$ cat config.mk
export PLATFORM = sky130hd
export DESIGN_NAME = iq_deser
export DESIGN_NICKNAME = d
export VERILOG_FILES = /design/src/rtl/iq_deser.sv
export SDC_FILE = /design/constraint.sdc
export NUM_CORES = 1
export LEC_CHECK = 0
export ABC_CLOCK_PERIOD_IN_PS = 4200
export BUFFER_PORTS_ARGS = -buffer_cell sky130_fd_sc_hd__buf_4
export CAP_MARGIN = 10
export CORE_MARGIN = 3
export CORE_UTILIZATION = 58
export CTS_CLUSTER_DIAMETER = 30
export DETAILED_ROUTE_END_ITERATION = 8
export HOLD_SLACK_MARGIN = 0.12
export PLACE_DENSITY = 0.87
export SETUP_SLACK_MARGIN = 0.4
export SYNTH_ARGS = -nofsm -noshare
export SYNTH_HDL_FRONTEND = slang
export SYNTH_SLANG_ARGS = --single-unit
$ cat constraint.sdc
create_clock -name clk -period 4.2 [get_ports clk]
set_input_delay 0.42 -clock clk [delete_from_list [all_inputs] [get_ports clk]]
set_output_delay 0.42 -clock clk [all_outputs]
set_load 0.01 [all_outputs]
$ cat src/rtl/iq_deser.sv
module iq_deser #(
  parameter int IQ_W     = 16,
  parameter int BYTE_W   = 8,
  parameter int NARROW_W = 2
) (
  input  logic            clk,
  input  logic            rst_n,
  input  logic            cfg_level_strobe,
  input  logic            cfg_q_first,
  input  logic            cfg_lsb_first,
  input  logic [1:0]      cfg_fmt,
  input  logic            ser_strobe,
  input  logic            ser_data,
  output logic            ref_clk_out,
  output logic [IQ_W-1:0] i_word,
  output logic [IQ_W-1:0] q_word,
  output logic            out_valid,
  output logic            frame_err
);

  localparam logic [1:0] FMT_IQ    = 2'd0;
  localparam logic [1:0] FMT_SYM2  = 2'd1;
  localparam logic [1:0] FMT_SYM8  = 2'd2;
  localparam logic [1:0] FMT_SYM16 = 2'd3;
  localparam int FULL_LEN = 2 * IQ_W;
  localparam int CW       = $clog2(FULL_LEN + 1);
  localparam int PW       = $clog2(IQ_W);
  localparam logic [CW-1:0] LEN_FULL = CW'(FULL_LEN);
  localparam logic [CW-1:0] LEN_HALF = CW'(IQ_W);
  localparam logic [CW-1:0] LEN_BYTE = CW'(BYTE_W);
  localparam logic [IQ_W-1:0] MASK_BYTE   = {{(IQ_W-BYTE_W){1'b0}}, {BYTE_W{1'b1}}};
  localparam logic [IQ_W-1:0] MASK_NARROW = {{(IQ_W-NARROW_W){1'b0}}, {NARROW_W{1'b1}}};

  logic            strobe_d, busy;
  logic [CW-1:0]   cnt, flen, span, idx, j;
  logic [PW-1:0]   pos;
  logic            start, take, last, second;
  logic [IQ_W-1:0] hw0, hw1, hw0_n, hw1_n, i_n, q_n;

  assign ref_clk_out = clk;
  assign start  = cfg_level_strobe ? (ser_strobe & ~strobe_d) : ser_strobe;
  assign take   = start | busy;
  assign idx    = start ? '0 : cnt;
  assign last   = take && (idx == flen - 1'b1);
  assign second = (cfg_fmt == FMT_IQ) && (idx >= LEN_HALF);
  assign j      = second ? idx - LEN_HALF : idx;
  assign pos    = cfg_lsb_first ? j[PW-1:0] : PW'(span - 1'b1 - j);

  always_comb begin
    case (cfg_fmt)
      FMT_IQ:    begin flen = LEN_FULL; span = LEN_HALF; end
      FMT_SYM16: begin flen = LEN_HALF; span = LEN_HALF; end
      default:   begin flen = LEN_BYTE; span = LEN_BYTE; end
    endcase
  end

  always_comb begin
    hw0_n = start ? '0 : hw0;
    hw1_n = start ? '0 : hw1;
    if (take) begin
      if (second) hw1_n[pos] = ser_data;
      else        hw0_n[pos] = ser_data;
    end
  end

  always_comb begin
    q_n = '0;
    case (cfg_fmt)
      FMT_IQ: begin
        i_n = cfg_q_first ? hw1_n : hw0_n;
        q_n = cfg_q_first ? hw0_n : hw1_n;
      end
      FMT_SYM16: i_n = hw0_n;
      FMT_SYM8:  i_n = hw0_n & MASK_BYTE;
      default:   i_n = hw0_n & MASK_NARROW;
    endcase
  end

  always_ff @(posedge clk or negedge rst_n) begin
    if (!rst_n) begin
      strobe_d  <= 1'b0;
      busy      <= 1'b0;
      cnt       <= '0;
      hw0       <= '0;
      hw1       <= '0;
      i_word    <= '0;
      q_word    <= '0;
      out_valid <= 1'b0;
      frame_err <= 1'b0;
    end else begin
      strobe_d  <= ser_strobe;
      out_valid <= last;
      frame_err <= start && busy;
      hw0       <= hw0_n;
      hw1       <= hw1_n;
      if (last) begin
        busy   <= 1'b0;
        cnt    <= '0;
        i_word <= i_n;
        q_word <= q_n;
      end else if (take) begin
        busy <= 1'b1;
        cnt  <= idx + 1'b1;
      end
    end
  end

  assert_valid_single_R9: assert property (@(posedge clk) disable iff (!rst_n)
    out_valid |=> !out_valid);
  assert_err_not_valid_R10: assert property (@(posedge clk) disable iff (!rst_n)
    !(out_valid && frame_err));
  assert_err_needs_strobe_R10: assert property (@(posedge clk) disable iff (!rst_n)
    frame_err |-> $past(ser_strobe));
  assert_err_single_R10: assert property (@(posedge clk) disable iff (!rst_n)
    frame_err |=> !frame_err);
  assert_sym_q_zero_R6: assert property (@(posedge clk) disable iff (!rst_n)
    (out_valid && $past(cfg_fmt) != FMT_IQ) |-> (q_word == '0));
  assert_byte_width_R7: assert property (@(posedge clk) disable iff (!rst_n)
    (out_valid && $past(cfg_fmt) == FMT_SYM8) |-> ((i_word & ~MASK_BYTE) == '0));
  assert_narrow_width_R8: assert property (@(posedge clk) disable iff (!rst_n)
    (out_valid && $past(cfg_fmt) == FMT_SYM2) |-> ((i_word & ~MASK_NARROW) == '0));

endmodule

==> results_dict.tcl, run 1 <==
set metrics [dict create \
    synthFlopType "dfrtp_1" \
    die_height_um 89.9 \
    stdcell_area_um2 4670 \
    regArea_um2 1850 \
    crit_buf_inv 4 \
    worstReg2RegStart "strobe_d" \
    drt-total-wl_um 10800 \
    synth_seq_cells 74 \
    p_switching_mw 0.604 \
    clk_pin_slew_ns 0.08 \
    gp_congestion 0.851 \
    pwr-share-seq 0.438 \
    status "finished, final reports clean" \
    p_int_mw 1.26 \
    crit_type "in2reg" \
    routedWlPerCell_um 19.8 \
    hp-class "in2async" \
    io_buffers 43 \
    maxSlewHeadroom 0.393 \
    fin_crit_sh 0.727 \
    ir_drop_mv 0.308 \
    fillers 478 \
    finalHoldViolations 0 \
    cts_tree "yes" \
    clockPowerShare 0.359 \
    clk-insertion-delay-late_ns 0.47 \
    vias 3627 \
    dieWidth_um 89.9 \
    syn_to_final_growth_pct 14.6 \
    ant_nets 0 \
    start_util 0.621 \
    layout-drive-gt1-share 0.218 \
    slowest_stage "dlygate4sd3_1" \
    crit_arrival_ns 3.41 \
    crit_start "ser_strobe" \
    rows 29 \
    dp_hpwl_um 7050 \
    multiInputGateArea_um2 2010 \
    core_region_area_um2 6570 \
    grt_start_max_net_pins 75 \
    synthCells 415 \
    drc 0 \
    grt-ovfl-total 0 \
    drv_slew 0 \
    dieArea_um2 8070 \
    syn_area_per_cell_um2 9.83 \
    dr.pass1.iters 7 \
    required_ns 4.55 \
    antenna_found_initial 0 \
    max_freq_mhz 328 \
    placed_cell_area_um2 4420 \
    layout_min_cycle_time_ns 3.05 \
    track_usage 0.274 \
    skew_ns 0.00808 \
    synthDistinctLibCells 78 \
    ios 44 \
    drtIter0Drc 607 \
    syn_nets 429 \
    crit_family "buffers and inverters" \
    power_frac_comb 0.203 \
    cp_max_fo 46 \
    ys_warn_count 0 \
    cap_violations 0 \
    antenna-diode-count 0 \
    tns_ns 0 \
    leakage_nw 2.22 \
    start_kind "input pin" \
    critical_path.max_stage_delay_ns 0.53 \
    first_global_vias 3511 \
    yosysSeqAreaShare 0.454 \
    post_drt_via_cell_ratio 6.63 \
    setup_viol 0 \
    switching_share 0.324 \
    worstMarginPinSlew_ns 0.911 \
    crit_path_end_kind "register" \
    grt_pass1_wl_um 17700 \
    powerDensity_nw_per_um2 399 \
    nets 463 \
    syn_area_um2 4080 \
    post-cts-setup-buffers 0 \
    rsz0062_at_grt "false" \
    path_cells "dlygate4sd3_1 > buf_4 > a21bo_2 > and2_1 > ha_1 > nand3_1 > nor2_1 > nand3_2 > buf_4 > inv_2 > nand2_1 > nor2_1 > a221o_1" \
    async_reset_ff_frac 1.00 \
    synth_edf_count 0 \
]
-- layout make-up --
type	count	area share
Inverter	23	0.0185
Sequential cell	74	0.396
Timing Repair Buffer	48	0.0776
Clock inverter	6	0.0139
Clock buffer	14	0.0399
Multi-Input combinational cell	289	0.429
Tap cell	93	0.0249
-- flip-flops by register name, summed over array words and instances, names as in the netlist --
name and count:
hw0 16, hw1 16, i_word 16, q_word 16
cnt 6, busy 1, frame_err 1, out_valid 1
strobe_d 1
-- metrics by stage --
stage / util / instances / setup WS (ns) / total power [mW] / hold slack [ns]
after CTS: 0.712 / 547 / 1.14 / 1.86 / 0.123
after global routing: 0.712 / 547 / 0.961 / 1.95 / 0.136
after global placement: 0.673 / 527 / 1.33 / 1.20 / 0.463
final: 0.712 / 547 / 1.15 / 1.87 / 0.0607
after detailed placement: 0.673 / 527 / 1.24 / 1.22 / 0.474
after floorplan: - / 415 / 1.27 / 1.10 / 0.124
-- worst reg2reg max path, stage by stage (launching register included) --
cell and delay, ns:
dfrtp_1 0.42, a21bo_2 0.28, and2_1 0.18, ha_1 0.23, nand3_1 0.12, nor2_1 0.08, nand3_2 0.11, buf_4 0.40
inv_2 0.14, nand2_1 0.34, nor2_1 0.14, a221o_1 0.33
-- cells in the mapped netlist (6+ instances only) --
library cell | number | area (µm²)
a22o_1 | 7 | 61.3
mux2_2 | 11 | 124
a21oi_1 | 8 | 40.0
nor3_1 | 19 | 95.1
mux2i_1 | 6 | 60.1
and3_1 | 6 | 37.5
clkbuf_1 | 15 | 56.3
dfrtp_1 | 74 | 1850
a221o_1 | 7 | 70.1
o31ai_1 | 12 | 90.1
nand2_1 | 41 | 154
o311ai_0 | 7 | 61.3
inv_1 | 21 | 78.8
nor2_1 | 26 | 97.6
o21ai_0 | 18 | 90.1
buf_2 | 9 | 45.0
and2_1 | 17 | 106
-- kinds of logic (layout without fill, tap and decap cells) --
logic type,count (synthesis),after routing,synth area share
xor+xnor,3,3,0.00644
buf+inv,52,91,0.0543
compound gates,115,115,0.229
mux,18,18,0.0488
flops,74,74,0.454
fa+ha+maj,5,5,0.0153
simple gates,148,148,0.192
-- placed cells by master, fill, tap and decap left out, types with 6 or more instances in the layout --
cell / n
dfrtp_1: 74
a221o_1: 7
o311ai_0: 7
nand2_1: 41
mux2_2: 11
and3_1: 6
clkbuf_8: 13
inv_1: 21
o21ai_0: 18
o31ai_1: 12
buf_4: 48
nor3_1: 19
mux2i_1: 6
and2_1: 17
a22o_1: 7
a21oi_1: 8
nor2_1: 26
-- worst paths after layout --
check | depth (start not counted) | end | slack (ns)
setup / recovery | 13 | q_word[15] | 1.15
hold / removal | 1 | cnt[4] | 0.06
setup reg to reg | 11 | q_word[15] | 1.33
hold reg to reg | 2 | q_word[8] | 0.49
max in group asynchronous | 1 | hw1[7] | 3.53
min in group clk | 3 | hw0[1] | 0.31
-- power groups by stage --
| stage | clock, mW | sequential (mW) | combinational, mW |
|---|---|---|---|
| final | 0.670 | 0.818 | 0.379 |
| after global routing | 0.709 | 0.826 | 0.416 |
| after global placement | 0.0196 | 0.824 | 0.354 |
| after CTS | 0.675 | 0.814 | 0.374 |
| after detailed placement | 0.0196 | 0.830 | 0.368 |
| after floorplan | 0.0196 | 0.796 | 0.289 |
-- per-layer routing --
layer,track usage,share of wire,up-vias
met2,0.413,0.47,196
met1,0.358,0.40,1773
met5,0,0,-
met3,0.0743,0.088,38
li1,-,-,1620
met4,0.152,0.037,0
-- timing repair --
action | CTS | global route
endpoints found under the hold margin | 1 | 0
hold buffers | 1 | 0
gates resized for setup | 0 | 0
Power figures use the tool's default switching activity.
==> inputs of run 2 (changes only) <==
- ABC_CLOCK_PERIOD_IN_PS: 4200 -> 2750
- CORE_UTILIZATION: 58 -> 53
- PLACE_DENSITY: 0.87 -> 0.84
- clock period: 4.2 -> 2.75 ns (I/O delays scaled with it)
==> results_dict.tcl, run 2 (synthesis gave the netlist of run 1 again) <==
set metrics [dict create \
    grt_pass1_wl_um 17900 \
    crit_path_end_kind "register" \
    nets 480 \
    drv_slew 0 \
    dieWidth_um 93.7 \
    ios 44 \
    antenna_found_initial 0 \
    ir_drop_mv 0.504 \
    crit_arrival_ns 2.70 \
    hp-class "in2reg" \
    final_cell_mix "dfrtp_1 (69), buf_4 (60), nand2_1 (39)" \
    drc 0 \
    vias 3783 \
    crit_type "reg2reg" \
    placed_cell_area_um2 4550 \
    final_common_cell "dfrtp_1" \
    drtIter0Drc 505 \
    setup_viol 0 \
    grt_start_max_net_pins 75 \
    max_freq_mhz 425 \
    layout_min_cycle_time_ns 2.35 \
    antenna-diode-count 0 \
    gp_congestion 0.959 \
    powerDensity_nw_per_um2 586 \
    maxSlewHeadroom 0.357 \
    rows 31 \
    start_util 0.553 \
    cap_violations 0 \
    io_buffers 43 \
    final_util 0.684 \
    worstMarginPinSlew_ns 0.964 \
    required_ns 3.10 \
    dp_hpwl_um 7390 \
    dr.pass1.iters 6 \
    fin_crit_sh 0.856 \
    finalHoldViolations 0 \
    core_region_area_um2 7370 \
    leakage_nw 2.35 \
    cp_max_fo 8 \
    p_total_mw 2.95 \
    first_global_vias 3504 \
    rsz0062_at_grt "true" \
    multiInputGateArea_um2 2170 \
    routedWlPerCell_um 20.6 \
    fillers 534 \
    post_drt_via_cell_ratio 6.64 \
    layout-drive-gt1-share 0.306 \
    grt-ovfl-total 0 \
    skew_ns 0.00788 \
    hold_path_depth 3 \
    stdcell_area_um2 5040 \
    regArea_um2 1860 \
    dieArea_um2 8780 \
    status "finished, final reports clean" \
    clk-insertion-delay-late_ns 0.46 \
    clk_pin_slew_ns 0.08 \
    die_height_um 93.7 \
    tns_ns 0 \
    drt-total-wl_um 11700 \
    reg2regPathDepth 6 \
    ant_nets 0 \
    start_kind "register" \
    cts_tree "yes" \
    syn_to_final_growth_pct 23.5 \
    track_usage 0.264 \
]
run 2: cell types whose count changed in the layout (fill, tap and decap cells not counted), sizes merged:
cell         before  now
buf              48   63
clkinv            4    6
clkbuf           13   14
clkinvlp          1    0
dlygate4sd3       1    2
inv              23   22
run 2: through the flow:
| stage | worst slack, ns | hold WS, ns | std cells |
|---|---|---|---|
| global route | 0.297 | 0.161 | 570 |
| CTS | 0.371 | 0.157 | 564 |
| global placement | 0.183 | 0.367 | 543 |
| detailed placement | 0.157 | 0.367 | 543 |
| floorplan | 0.334 | -0.0206 | 415 |
| finish | 0.397 | 0.171 | 570 |
run 2: timing repair:
action / in CTS / in global routing
gates resized for setup: 9 / 28
setup buffers: 0 / 5
hold buffers: 2 / 0
endpoints found under the setup margin: 26 / 32
pin swaps: 0 / 3
endpoints found under the hold margin: 75 / 0
cloned: 0 / 1
run 2: path summary, 6_finish.rpt:
| path | start | to | slack, ns |
|---|---|---|---|
| setup / recovery | strobe_d | i_word[13] | 0.40 |
| hold / removal | ser_data | hw0[1] | 0.17 |
| setup reg to reg | strobe_d | i_word[13] | 0.40 |
| hold reg to reg | q_word[8] | q_word[8] | 0.49 |
| max in group asynchronous | rst_n | i_word[1] | 1.61 |
| min in group asynchronous | rst_n | cnt[5] | 0.47 |
run 2: layout make-up:
type / count / area share
multi-input combinational: 289 / 0.430
sequential: 74 / 0.369
timing repair buffer: 65 / 0.109
clock buffer: 14 / 0.0370
tap: 99 / 0.0246
inverter: 23 / 0.0176
clock inverter: 6 / 0.0132
run 2: power breakdown:
part	total, mW	internal [mW]	switching [mW]
Clock	1.02	0.556	0.463
Sequential	1.25	1.16	0.0902
Combinational	0.685	0.266	0.420
Total	2.95	1.98	0.973
run 2: layer usage:
layer  part of all wire  track usage  vias to the layer above
met5                  0            0                        -
met2               0.47        0.409                      233
met3              0.092       0.0489                       60
met4              0.042        0.132                        0
li1                   -            -                     1645
met1               0.40        0.355                     1845
run 2: critical path, cell delays in order (launching register included):
cell and delay [ns]:
dfrtp_2 0.46, a21boi_4 0.30, o221a_2 0.40, nand2_2 0.17, nor2_1 0.21, mux2_2 0.38, a221o_1 0.31
